$ cat config.mk
export PLATFORM = sky130hd
export DESIGN_NAME = sat_addsub_unit
export DESIGN_NICKNAME = d
export VERILOG_FILES = /design/src/rtl/sat_pkg.sv /design/src/rtl/sat_arith_core.sv /design/src/rtl/sat_select.sv /design/src/rtl/sat_q_fsm.sv /design/src/rtl/sat_addsub_unit.sv
export SDC_FILE = /design/constraint.sdc
export NUM_CORES = 1
export LEC_CHECK = 0
export ABC_CLOCK_PERIOD_IN_PS = 7900
export CELL_PAD_IN_SITES_DETAIL_PLACEMENT = 1
export CELL_PAD_IN_SITES_GLOBAL_PLACEMENT = 2
export CORE_MARGIN = 1
export CORE_UTILIZATION = 33
export CTS_CLUSTER_SIZE = 25
export DETAILED_ROUTE_END_ITERATION = 10
export PLACE_DENSITY = 0.89
export SLEW_MARGIN = 20
export SYNTH_ARGS = -nofsm -noshare
export SYNTH_HDL_FRONTEND = slang
export SYNTH_HIERARCHICAL = 1
export SYNTH_SLANG_ARGS = --single-unit
$ cat constraint.sdc
create_clock -name clk_i -period 7.9 [get_ports clk_i]
set_input_delay 1.185 -clock clk_i [delete_from_list [all_inputs] [get_ports clk_i]]
set_output_delay 1.185 -clock clk_i [all_outputs]
set_load 0.02 [all_outputs]
$ cat src/rtl/sat_pkg.sv
`timescale 1ns/1ps
package sat_pkg;

    localparam int OP_W = 3;

    // Operation codes; codes 5..7 fall back to the wrap-and-flag add.
    localparam logic [OP_W-1:0] OP_WRAPF = 3'd0;
    localparam logic [OP_W-1:0] OP_SADD  = 3'd1;
    localparam logic [OP_W-1:0] OP_SSUB  = 3'd2;
    localparam logic [OP_W-1:0] OP_UADD  = 3'd3;
    localparam logic [OP_W-1:0] OP_USUB  = 3'd4;

    // States of the sticky-flag machine.
    typedef enum logic {
        Q_CLEAR = 1'b0,
        Q_SET   = 1'b1
    } qstate_e;

endpackage

$ cat src/rtl/sat_arith_core.sv
`timescale 1ns/1ps
module sat_arith_core #(
    parameter int WIDTH = 32
) (
    input  logic [WIDTH-1:0] a,
    input  logic [WIDTH-1:0] b,
    output logic [WIDTH-1:0] sum,
    output logic [WIDTH-1:0] diff,
    output logic             carry,
    output logic             borrow,
    output logic             sovf_add,
    output logic             sovf_sub
);

    localparam int MSB = WIDTH - 1;

    logic [WIDTH:0] sum_x;
    logic [WIDTH:0] diff_x;

    always_comb begin
        sum_x  = {1'b0, a} + {1'b0, b};
        diff_x = {1'b0, a} - {1'b0, b};
        sum    = sum_x[MSB:0];
        diff   = diff_x[MSB:0];
        carry  = sum_x[WIDTH];
        borrow = diff_x[WIDTH];
        // Like signs in, different sign out (relative to a).
        sovf_add = (a[MSB] == b[MSB]) && (sum_x[MSB] != a[MSB]);
        // Unlike signs in, result sign departs from a.
        sovf_sub = (a[MSB] != b[MSB]) && (diff_x[MSB] != a[MSB]);
    end

endmodule

$ cat src/rtl/sat_select.sv
`timescale 1ns/1ps
module sat_select
    import sat_pkg::*;
#(
    parameter int WIDTH = 32
) (
    input  logic [OP_W-1:0]  op,
    input  logic             a_neg,
    input  logic [WIDTH-1:0] sum,
    input  logic [WIDTH-1:0] diff,
    input  logic             carry,
    input  logic             borrow,
    input  logic             sovf_add,
    input  logic             sovf_sub,
    output logic [WIDTH-1:0] res,
    output logic             evt
);

    localparam logic [WIDTH-1:0] SMAX = {1'b0, {(WIDTH-1){1'b1}}};
    localparam logic [WIDTH-1:0] SMIN = {1'b1, {(WIDTH-1){1'b0}}};
    localparam logic [WIDTH-1:0] UMAX = {WIDTH{1'b1}};
    localparam logic [WIDTH-1:0] ZERO = '0;

    logic [WIDTH-1:0] sclamp;

    always_comb begin
        sclamp = a_neg ? SMIN : SMAX;
        case (op)
            OP_SADD: begin
                evt = sovf_add;
                res = sovf_add ? sclamp : sum;
            end
            OP_SSUB: begin
                evt = sovf_sub;
                res = sovf_sub ? sclamp : diff;
            end
            OP_UADD: begin
                evt = carry;
                res = carry ? UMAX : sum;
            end
            OP_USUB: begin
                evt = borrow;
                res = borrow ? ZERO : diff;
            end
            default: begin
                // Wrap-and-flag add (code 0 and unused codes).
                evt = sovf_add;
                res = sum;
            end
        endcase
    end

endmodule

$ cat src/rtl/sat_q_fsm.sv
`timescale 1ns/1ps
module sat_q_fsm
    import sat_pkg::*;
(
    input  logic clk_i,
    input  logic rst_ni,
    input  logic valid_i,
    input  logic clr_i,
    input  logic evt_i,
    output logic q_o
);

    qstate_e state_q;
    qstate_e state_d;

    // State register.
    always_ff @(posedge clk_i or negedge rst_ni) begin
        if (!rst_ni) begin
            state_q <= Q_CLEAR;
        end else begin
            state_q <= state_d;
        end
    end

    // Next state and output.
    always_comb begin
        state_d = state_q;
        unique case (state_q)
            Q_CLEAR: begin
                if (valid_i && evt_i) state_d = Q_SET;
            end
            Q_SET: begin
                if (valid_i && clr_i && !evt_i) state_d = Q_CLEAR;
            end
            default: state_d = Q_CLEAR;
        endcase
        q_o = (state_q == Q_SET);
    end

    // an event under valid always sets the flag.
    p_evt_sets_q_r6: assert property (@(posedge clk_i) disable iff (!rst_ni)
        (valid_i && evt_i) |=> q_o);

    // without valid the flag cannot move.
    p_idle_hold_r7: assert property (@(posedge clk_i) disable iff (!rst_ni)
        !valid_i |=> $stable(q_o));

    // clear without an event drops the flag.
    p_clear_drops_r8: assert property (@(posedge clk_i) disable iff (!rst_ni)
        (valid_i && clr_i && !evt_i) |=> !q_o);

endmodule

$ cat src/rtl/sat_addsub_unit.sv
`timescale 1ns/1ps
module sat_addsub_unit
    import sat_pkg::*;
#(
    parameter int WIDTH = 32
) (
    input  logic             clk_i,
    input  logic             rst_ni,
    input  logic             valid_i,
    input  logic             clr_i,
    input  logic [OP_W-1:0]  op_i,
    input  logic [WIDTH-1:0] a_i,
    input  logic [WIDTH-1:0] b_i,
    output logic [WIDTH-1:0] res_o,
    output logic             q_o
);

    localparam logic [WIDTH-1:0] SMAX = {1'b0, {(WIDTH-1){1'b1}}};
    localparam logic [WIDTH-1:0] SMIN = {1'b1, {(WIDTH-1){1'b0}}};

    logic [WIDTH-1:0] sum;
    logic [WIDTH-1:0] diff;
    logic             carry;
    logic             borrow;
    logic             sovf_add;
    logic             sovf_sub;
    logic             evt;

    sat_arith_core #(.WIDTH(WIDTH)) core_i (
        .a        (a_i),
        .b        (b_i),
        .sum      (sum),
        .diff     (diff),
        .carry    (carry),
        .borrow   (borrow),
        .sovf_add (sovf_add),
        .sovf_sub (sovf_sub)
    );

    sat_select #(.WIDTH(WIDTH)) sel_i (
        .op       (op_i),
        .a_neg    (a_i[WIDTH-1]),
        .sum      (sum),
        .diff     (diff),
        .carry    (carry),
        .borrow   (borrow),
        .sovf_add (sovf_add),
        .sovf_sub (sovf_sub),
        .res      (res_o),
        .evt      (evt)
    );

    sat_q_fsm flag_i (
        .clk_i   (clk_i),
        .rst_ni  (rst_ni),
        .valid_i (valid_i),
        .clr_i   (clr_i),
        .evt_i   (evt),
        .q_o     (q_o)
    );

    // unsigned saturating add never yields less than a.
    p_uadd_floor_r4: assert property (@(posedge clk_i) disable iff (!rst_ni)
        (op_i == OP_UADD) |-> (res_o >= a_i));

    // unsigned saturating subtract never yields more than a.
    p_usub_ceiling_r5: assert property (@(posedge clk_i) disable iff (!rst_ni)
        (op_i == OP_USUB) |-> (res_o <= a_i));

    // an overflowing signed add lands on a clamp value.
    p_sadd_clamp_r2: assert property (@(posedge clk_i) disable iff (!rst_ni)
        (op_i == OP_SADD && sovf_add) |-> (res_o == SMAX || res_o == SMIN));

endmodule

==> results of run 1 <==
cell usage in the layout, fill, tap and decap left out, drive strengths merged, types with 13 or more instances in the layout:
master / instances
nor2b: 105
nand3: 14
ha: 64
a21o: 14
buf: 16
nand4: 45
nor3: 22
inv: 70
and3b: 31
a21oi: 81
clkdlybuf4s50: 102
nor4: 13
o21ai: 114
xnor2: 50
o21bai: 19
o31ai: 40
nor2: 53
nand2: 43
o2bb2ai: 31
per-stage QoR:
stage,utilization,area [sq um]
2_1_floorplan,-,6618
3_3_place_gp,0.3902,7644
3_5_place_dp,0.3902,7644
4_1_cts,0.3902,7644
5_1_grt,0.3902,7644
6_report,0.3902,7644
power by group:
group / leakage, nW / internal, W / total, W / switching [W]
clock network: 0 / 0 / 0 / 0
logic: 3.03 / 0.000336 / 0.000815 / 0.000480
registers: 0.0116 / 0.00000648 / 0.00000732 / 0.000000832
total: 3.04 / 0.000342 / 0.000823 / 0.000481
critical path, stage by stage:
cell and delay (ps):
clkdlybuf4s50_1 490, inv_1 50, ha_1 220, fa_1 400
nand2b_1 190, a21oi_1 280, o2111ai_1 290, a21oi_1 330
a31oi_1 210, a21boi_1 360, a31oi_2 130, buf_4 270
nor2b_1 290, a21oi_1 110, o2111ai_1 240, clkdlybuf4s50_1 660
synthesized netlist by cell type, types with 4 or more instances:
master	count
ha_1	64
or2_1	4
nor2b_1	105
a31oi_1	7
o21bai_1	19
o2bb2ai_1	31
nand2b_1	8
nor2_1	53
buf_1	5
o31ai_1	30
o21a_1	4
o211ai_1	7
nor3_1	19
a211oi_1	4
and3b_1	31
o31ai_2	10
clkbuf_1	46
xnor2_1	50
or2_2	4
a21o_1	12
inv_2	6
inv_1	64
o2111ai_1	5
and3_1	5
nand2_1	43
xor2_1	5
buf_2	12
nand4_1	45
buf_4	4
a21oi_1	79
nand3_1	14
buf_6	13
nor4_1	11
o21ai_1	14
o21ai_0	100
cell type report:
class / count / area, sq um
flip-flops and latches: 1 / 25.02
inverters: 70 / 262.8
multi-input cells: 843 / 5886
well taps: 265 / 331.6
fillers: 2543 / 11950
repair buffers: 118 / 1139
metal layers:
layer	up-vias	global-route usage	routed length, um	part of all wire
li1	3666	-	-	-
met1	3699	0.3363	11870	0.48
met3	20	0.01266	1147	0.046
met5	-	0	0	0
met2	175	0.4034	11460	0.46
met4	0	0.03191	291	0.012
kinds of logic (layout without fill, tap and decap cells):
| kind of cell | count (synthesis) | after routing | synth area share |
|---|---|---|---|
| buffers and inverters | 153 | 188 | 0.1083 |
| AND/OR/NAND/NOR | 363 | 363 | 0.3239 |
| XOR/XNOR | 55 | 55 | 0.07279 |
| AO/OA/AOI/OAI | 352 | 352 | 0.3511 |
| flip-flops | 1 | 1 | 0.003781 |
| multiplexers | 7 | 7 | 0.01305 |
| adder cells (fa/ha/maj) | 66 | 66 | 0.1271 |
worst paths after layout:
kind                       startpoint          to  slack (ps)  depth (start not counted)
setup / recovery               a_i[0]   res_o[21]        1000                         16
hold / removal             flag_i/q_o  flag_i/q_o         510                          1
setup reg to reg           flag_i/q_o  flag_i/q_o        7210                          1
hold reg to reg            flag_i/q_o  flag_i/q_o         510                          1
max in group asynchronous      rst_ni  flag_i/q_o        6450                          1
min in group asynchronous      rst_ni  flag_i/q_o        1340                          1
==> impl_metrics.tcl, run 1 <==
set metrics [dict create \
    gp_congestion 0.8867 \
    max_slew.worst_pin.slew_ps 977.4 \
    largest_reg_flops 1 \
    fin_cells 1297 \
    io_buffers 103 \
    end_kind "output port" \
    synth_flop_cell "dfrtp_1" \
    postCtsSetupRepairBufs 0 \
    final_nets 1171 \
    drive_above_1_share 0.06202 \
    cp.required_ps 6710 \
    die_w_um 143.6 \
    slew_headroom 0.3464 \
    syn_inst 997 \
    grt_max_degree 59 \
    synth.largest_area_cell "ha_1" \
    path_clk_slew_ps 0 \
    grt_overflow 0 \
    rsz0062_at_grt "no" \
    grt_pass1_vias 7444 \
    synth_top_area_share 0.1210 \
    start_util 0.3378 \
    synth_warnings 6 \
    vias 7560 \
    cts_hold_buf 0 \
    core_area_sq_mm 0.01959 \
    finalMaxSlewViolations 0 \
    num_rows 51 \
    hold_class "reg2reg" \
    cts_resized 0 \
    wire_per_inst_um 19.10 \
    dr.pass1.iters 5 \
    finalHoldViolCount 0 \
    ir_drop_mv 0.04185 \
    dp_slack_ps 1006 \
    syn_area_sq_mm 0.006618 \
    status "completed" \
    die_height_um 143.6 \
    antenna_left 0 \
    die_area_sq_mm 0.02062 \
    finClkSkew_ps 0 \
    routed_wl_um 24770 \
    path_max_fanout 31 \
    fin_crit_sh 0.8739 \
    fin_crit_ps 6904 \
    arrival_ps 5720 \
    synth-edff-count 0 \
    p_leak_nw 3.041 \
    drv_cap 0 \
    placed_cells 1297 \
    setup_ws_ps 995.9 \
    synthToLayoutAreaGrowth_pct 15.50 \
    ioPinCount 104 \
    avgSynthCellArea_sq_um 6.638 \
    n_antenna_cell 0 \
    drtIter0Drc 471 \
    grt_pass1_wl_um 39670 \
    synth_cell_types 75 \
    ys_top_cells_by_area "ha_1 (12%), nor2b_1 (9.9%), o21ai_0 (7.6%)" \
    grtUsageTotal 0.2379 \
    fin_hold_ws_ps 513.2 \
    antenna_found_initial 0 \
    async_flop_share 1.000 \
    final.setup.tns_ps 0 \
    powerDensity_mw_per_mm2 107.6 \
    ys_seq_elements 1 \
    path_class "in2out" \
    synth_nets 1134 \
    avgViaCountPerCell 5.829 \
    drc_errors 0 \
    dp_hpwl_um 19240 \
    yosysSeqAreaShare 0.003781 \
    finalSetupViolCount 0 \
    fmax_ghz 0.1448 \
    finalPower_w 0.0008227 \
    startpoint_type "input pin" \
    insertion_delay_ps 0 \
]
Power figures use the tool's default switching activity.
==> run 2, diff against run 1 <==
--- a/config.mk
+++ b/config.mk
@@ -8,6 +8,7 @@
 export ABC_CLOCK_PERIOD_IN_PS = 7900
 export CELL_PAD_IN_SITES_DETAIL_PLACEMENT = 1
 export CELL_PAD_IN_SITES_GLOBAL_PLACEMENT = 2
+export CORE_ASPECT_RATIO = 1.75
 export CORE_MARGIN = 1
 export CORE_UTILIZATION = 33
 export CTS_CLUSTER_SIZE = 25
==> impl_metrics.tcl, run 2 (synthesis results as in run 1) <==
set metrics [dict create \
    ir_drop_mv 0.05668 \
    slew_headroom 0.2367 \
    n_antenna_cell 0 \
    drtIter0Drc 260 \
    start_util 0.3367 \
    hold_end "flag_i/q_o" \
    rrSetupSlack_ps 7210 \
    fin_crit_ps 6857 \
    die_area_sq_mm 0.02065 \
    avgViaCountPerCell 5.884 \
    antenna_left 0 \
    reg2reg_depth 1 \
    die_height_um 189.3 \
    layout_common_cells "nor2b_1 (105), clkdlybuf4s50_1 (101), o21ai_0 (99)" \
    status "completed" \
    num_rows 68 \
    path_class "in2out" \
    p_leak_nw 3.055 \
    fin_crit_sh 0.8680 \
    gp_congestion 0.9053 \
    grt_pass1_vias 7692 \
    hp-start "flag_i/q_o" \
    powerDensity_mw_per_mm2 107.5 \
    cts_hold_buf 0 \
    die_w_um 109.0 \
    r2r-start "flag_i/q_o" \
    grt_pass1_wl_um 39990 \
    finalSetupViolCount 0 \
    cts_resized 0 \
    cp.required_ps 6710 \
    io_buffers 103 \
    dp_hpwl_um 20010 \
    synthToLayoutAreaGrowth_pct 15.39 \
    seqCellArea_sq_um 25.02 \
    final_common_cell "nor2b_1" \
    slowest_delay_ps 670 \
    grt_overflow 0 \
    cpMaxStageDelayCell "clkdlybuf4s50_1" \
    grtUsageTotal 0.2411 \
    finalMaxSlewViolations 0 \
    finalHoldViolCount 0 \
    r2r-end "flag_i/q_o" \
    fillers 2527 \
    path_delay_family "compound AO/OA/AOI/OAI gates" \
    path_cells "clkdlybuf4s50_1 > inv_1 > ha_1 > fa_1 > nand2b_1 > a21oi_1 > o2111ai_1 > a21oi_1 > a31oi_1 > a21boi_1 > a31oi_2 > buf_4 > nor2b_1 > a21oi_1 > o2111ai_1 > clkdlybuf4s50_1" \
    drv_cap 0 \
    drive_above_1_share 0.06570 \
    routed_wl_um 25190 \
    final_nets 1174 \
    ioPinCount 104 \
    fin_hold_ws_ps 512.2 \
    dr.pass1.iters 5 \
    wire_per_inst_um 19.68 \
    startpoint_type "input pin" \
    rsz0062_at_grt "no" \
    crit_buf_inv 4 \
    min_path_cells 1 \
    finClkSkew_ps 0 \
    end_kind "output port" \
    core_area_sq_mm 0.01965 \
    final_core_util 0.3885 \
    grt_max_degree 52 \
    path_clk_slew_ps 0 \
    finalPower_w 0.0008206 \
    drc_errors 0 \
    postCtsSetupRepairBufs 0 \
    arrival_ps 5670 \
    hold_class "reg2reg" \
    final.setup.tns_ps 0 \
    antenna_found_initial 0 \
    max_slew.worst_pin.slew_ps 1145 \
    multi_input_comb_area_sq_mm 0.005886 \
    path_common_cell "a21oi_1" \
    fmax_ghz 0.1458 \
    insertion_delay_ps 0 \
    largest_reg_flops 1 \
    path_max_fanout 31 \
    vias 7531 \
]
## run 2: cell count changes in the layout (fill, tap and decap cells not counted)
cell and delta:
buf_2 +1, clkdlybuf4s50_1 -1, buf_4 +3
## run 2: routing by layer
metal	GRT usage	part of all wire
met1	0.2695	0.40
met2	0.4531	0.52
met3	0.01170	0.025
met4	0.1097	0.053
met5	0	0
## run 2: cell type report
cell class / instances / area share
Tap cell: 245 / 0.04014
Multi-Input combinational cell: 843 / 0.7708
Inverter: 70 / 0.03441
Timing Repair Buffer: 121 / 0.1514
Sequential cell: 1 / 0.003277
## run 2: worst max-delay path by stage
stage,from,to,slack [ps],depth (start not counted)
final,a_i[0],res_o[21],1040,16
after global routing,a_i[0],res_o[21],850,16
after CTS,a_i[0],res_o[21],1070,16
after detailed placement,a_i[0],res_o[21],1080,16
after global placement,b_i[24],res_o[15],1170,16
after floorplan,b_i[4],res_o[31],2780,13
## run 2: power by group
part	internal [W]	total [W]	switching (W)
combinational	0.000339	0.000813	0.000475
clock	0	0	0
sequential	0.00000648	0.00000726	0.000000784
total	0.000345	0.000821	0.000475
## run 2: per-stage QoR
| stage | setup WS, ps | instances | instance area (sq um) |
|---|---|---|---|
| 3_3_place_gp | 1172 | 1280 | 7636 |
| 2_1_floorplan | 2782 | 997 | 6618 |
| 5_1_grt | 849.0 | 1280 | 7636 |
| 6_report | 1043 | 1280 | 7636 |
| 4_1_cts | 1074 | 1280 | 7636 |
| 3_5_place_dp | 1076 | 1280 | 7636 |
==> run 3, diff against run 2 <==
--- a/config.mk
+++ b/config.mk
@@ -14,6 +14,7 @@
 export CTS_CLUSTER_SIZE = 25
 export DETAILED_ROUTE_END_ITERATION = 10
 export PLACE_DENSITY = 0.89
+export REMOVE_ABC_BUFFERS = 1
 export SLEW_MARGIN = 20
 export SYNTH_ARGS = -nofsm -noshare
 export SYNTH_HDL_FRONTEND = slang
==> impl_metrics.tcl, run 3 (synthesis results as in run 1) <==
set metrics [dict create \
    powerDensity_mw_per_mm2 107.5 \
    finalMaxSlewViolations 0 \
    fillers 2572 \
    grt_overflow 0 \
    largest_reg_flops 1 \
    path_cells "clkdlybuf4s50_1 > inv_1 > ha_1 > a21oi_1 > o21ai_0 > a21oi_1 > o211ai_1 > nand2_1 > nand4_1 > nor2b_1 > buf_4 > o21ai_0 > nand4_1 > clkdlybuf4s50_1" \
    reg2reg_depth 1 \
    antenna_left 0 \
    grt_max_degree 83 \
    r2r-start "flag_i/q_o" \
    status "completed" \
    arrival_ps 5840 \
    dr.pass1.iters 5 \
    layout_common_cells "nor2b_1 (105), clkdlybuf4s50_1 (102), o21ai_0 (99)" \
    insertion_delay_ps 0 \
    crit_path_end "res_o[16]" \
    start_util 0.3367 \
    slowest_delay_ps 670 \
    path_max_fanout 20 \
    grtUsageTotal 0.2478 \
    path_class "in2out" \
    crit_cells 14 \
    gp_congestion 0.9024 \
    finalPower_w 0.0008193 \
    cpMaxStageDelayCell "nor2b_1" \
    max_slew.worst_pin.slew_ps 944.3 \
    avgViaCountPerCell 5.980 \
    final_nets 1171 \
    drtIter0Drc 249 \
    die_area_sq_mm 0.02065 \
    final.setup.tns_ps 0 \
    fmax_ghz 0.1424 \
    startpoint_type "input pin" \
    core_area_sq_mm 0.01965 \
    cts_hold_buf 0 \
    fin_crit_ps 7023 \
    startpoint "b_i[16]" \
    rsz0062_at_grt "no" \
    rrSetupSlack_ps 7190 \
    grt_pass1_wl_um 40830 \
    drv_cap 0 \
    ir_drop_mv 0.05132 \
    path_delay_family "buffers and inverters" \
    crit_buf_inv 4 \
    slew_headroom 0.3677 \
    grt_pass1_vias 7884 \
    io_buffers 103 \
    p_leak_nw 3.041 \
    postCtsSetupRepairBufs 0 \
    drive_above_1_share 0.06202 \
    synthToLayoutAreaGrowth_pct 15.13 \
    antenna_found_initial 0 \
    finalHoldViolCount 0 \
    ioPinCount 104 \
    fin_crit_sh 0.8890 \
    vias 7636 \
    die_height_um 189.3 \
    path_clk_slew_ps 0 \
    routed_wl_um 25810 \
    die_w_um 109.0 \
    finalSetupViolCount 0 \
    cp.required_ps 6710 \
    drc_errors 0 \
    r2r-end "flag_i/q_o" \
    finClkSkew_ps 0 \
    dp_hpwl_um 20310 \
    num_rows 68 \
    final_common_cell "nor2b_1" \
    hold_class "reg2reg" \
    cts_resized 0 \
    end_kind "output port" \
    n_antenna_cell 0 \
    wire_per_inst_um 20.21 \
]
-- run 3: cell types whose count changed in the layout (fill, tap and decap cells not counted), sizes merged --
cell / before / now
buf: 20 / 16
clkdlybuf4s50: 101 / 102
-- run 3: metal layers --
| metal | track usage | vias to the layer above | part of all wire | wire [um] |
|---|---|---|---|---|
| li1 | - | 3666 | - | - |
| met2 | 0.4666 | 203 | 0.53 | 13660 |
| met3 | 0.008950 | 77 | 0.027 | 687 |
| met4 | 0.1346 | 0 | 0.060 | 1549 |
| met1 | 0.2693 | 3690 | 0.38 | 9919 |
| met5 | 0 | - | 0 | 0 |
-- run 3: per-stage QoR --
| step | instance area, sq um | hold slack, ps | instances | worst slack, ps | util |
|---|---|---|---|---|---|
| after floorplan | 6163 | 610.6 | 914 | 1680 | - |
| after global placement | 7619 | 496.5 | 1277 | 853.2 | 0.3876 |
| after detailed placement | 7619 | 518.7 | 1277 | 854.4 | 0.3876 |
| after CTS | 7619 | 523.7 | 1277 | 853.7 | 0.3876 |
| after global routing | 7619 | 563.6 | 1277 | 651.5 | 0.3876 |
| final | 7619 | 533.5 | 1277 | 877.1 | 0.3876 |
-- run 3: layout make-up --
class / count / area (sq um) / share of cell area
sequential: 1 / 25.02 / 0.003285
multi-input combinational: 843 / 5886 / 0.7725
tap: 245 / 306.5 / 0.04024
timing repair buffer: 118 / 1139 / 0.1494
inverter: 70 / 262.8 / 0.03449
-- run 3: report_power, final --
group	total, W	leakage, nW	internal [W]	switching, W
clock network	0	0	0	0
logic	0.000812	3.03	0.000335	0.000477
registers	0.00000737	0.0116	0.00000649	0.000000882
-- run 3: worst min path at each step --
stage               slack [ps]          to       start  depth (start not counted)
floorplan                  610  flag_i/q_o  flag_i/q_o                          1
global placement           500  flag_i/q_o  flag_i/q_o                          1
detailed placement         520  flag_i/q_o  flag_i/q_o                          1
CTS                        520  flag_i/q_o  flag_i/q_o                          1
global route               560  flag_i/q_o  flag_i/q_o                          1
finish                     530  flag_i/q_o  flag_i/q_o                          1
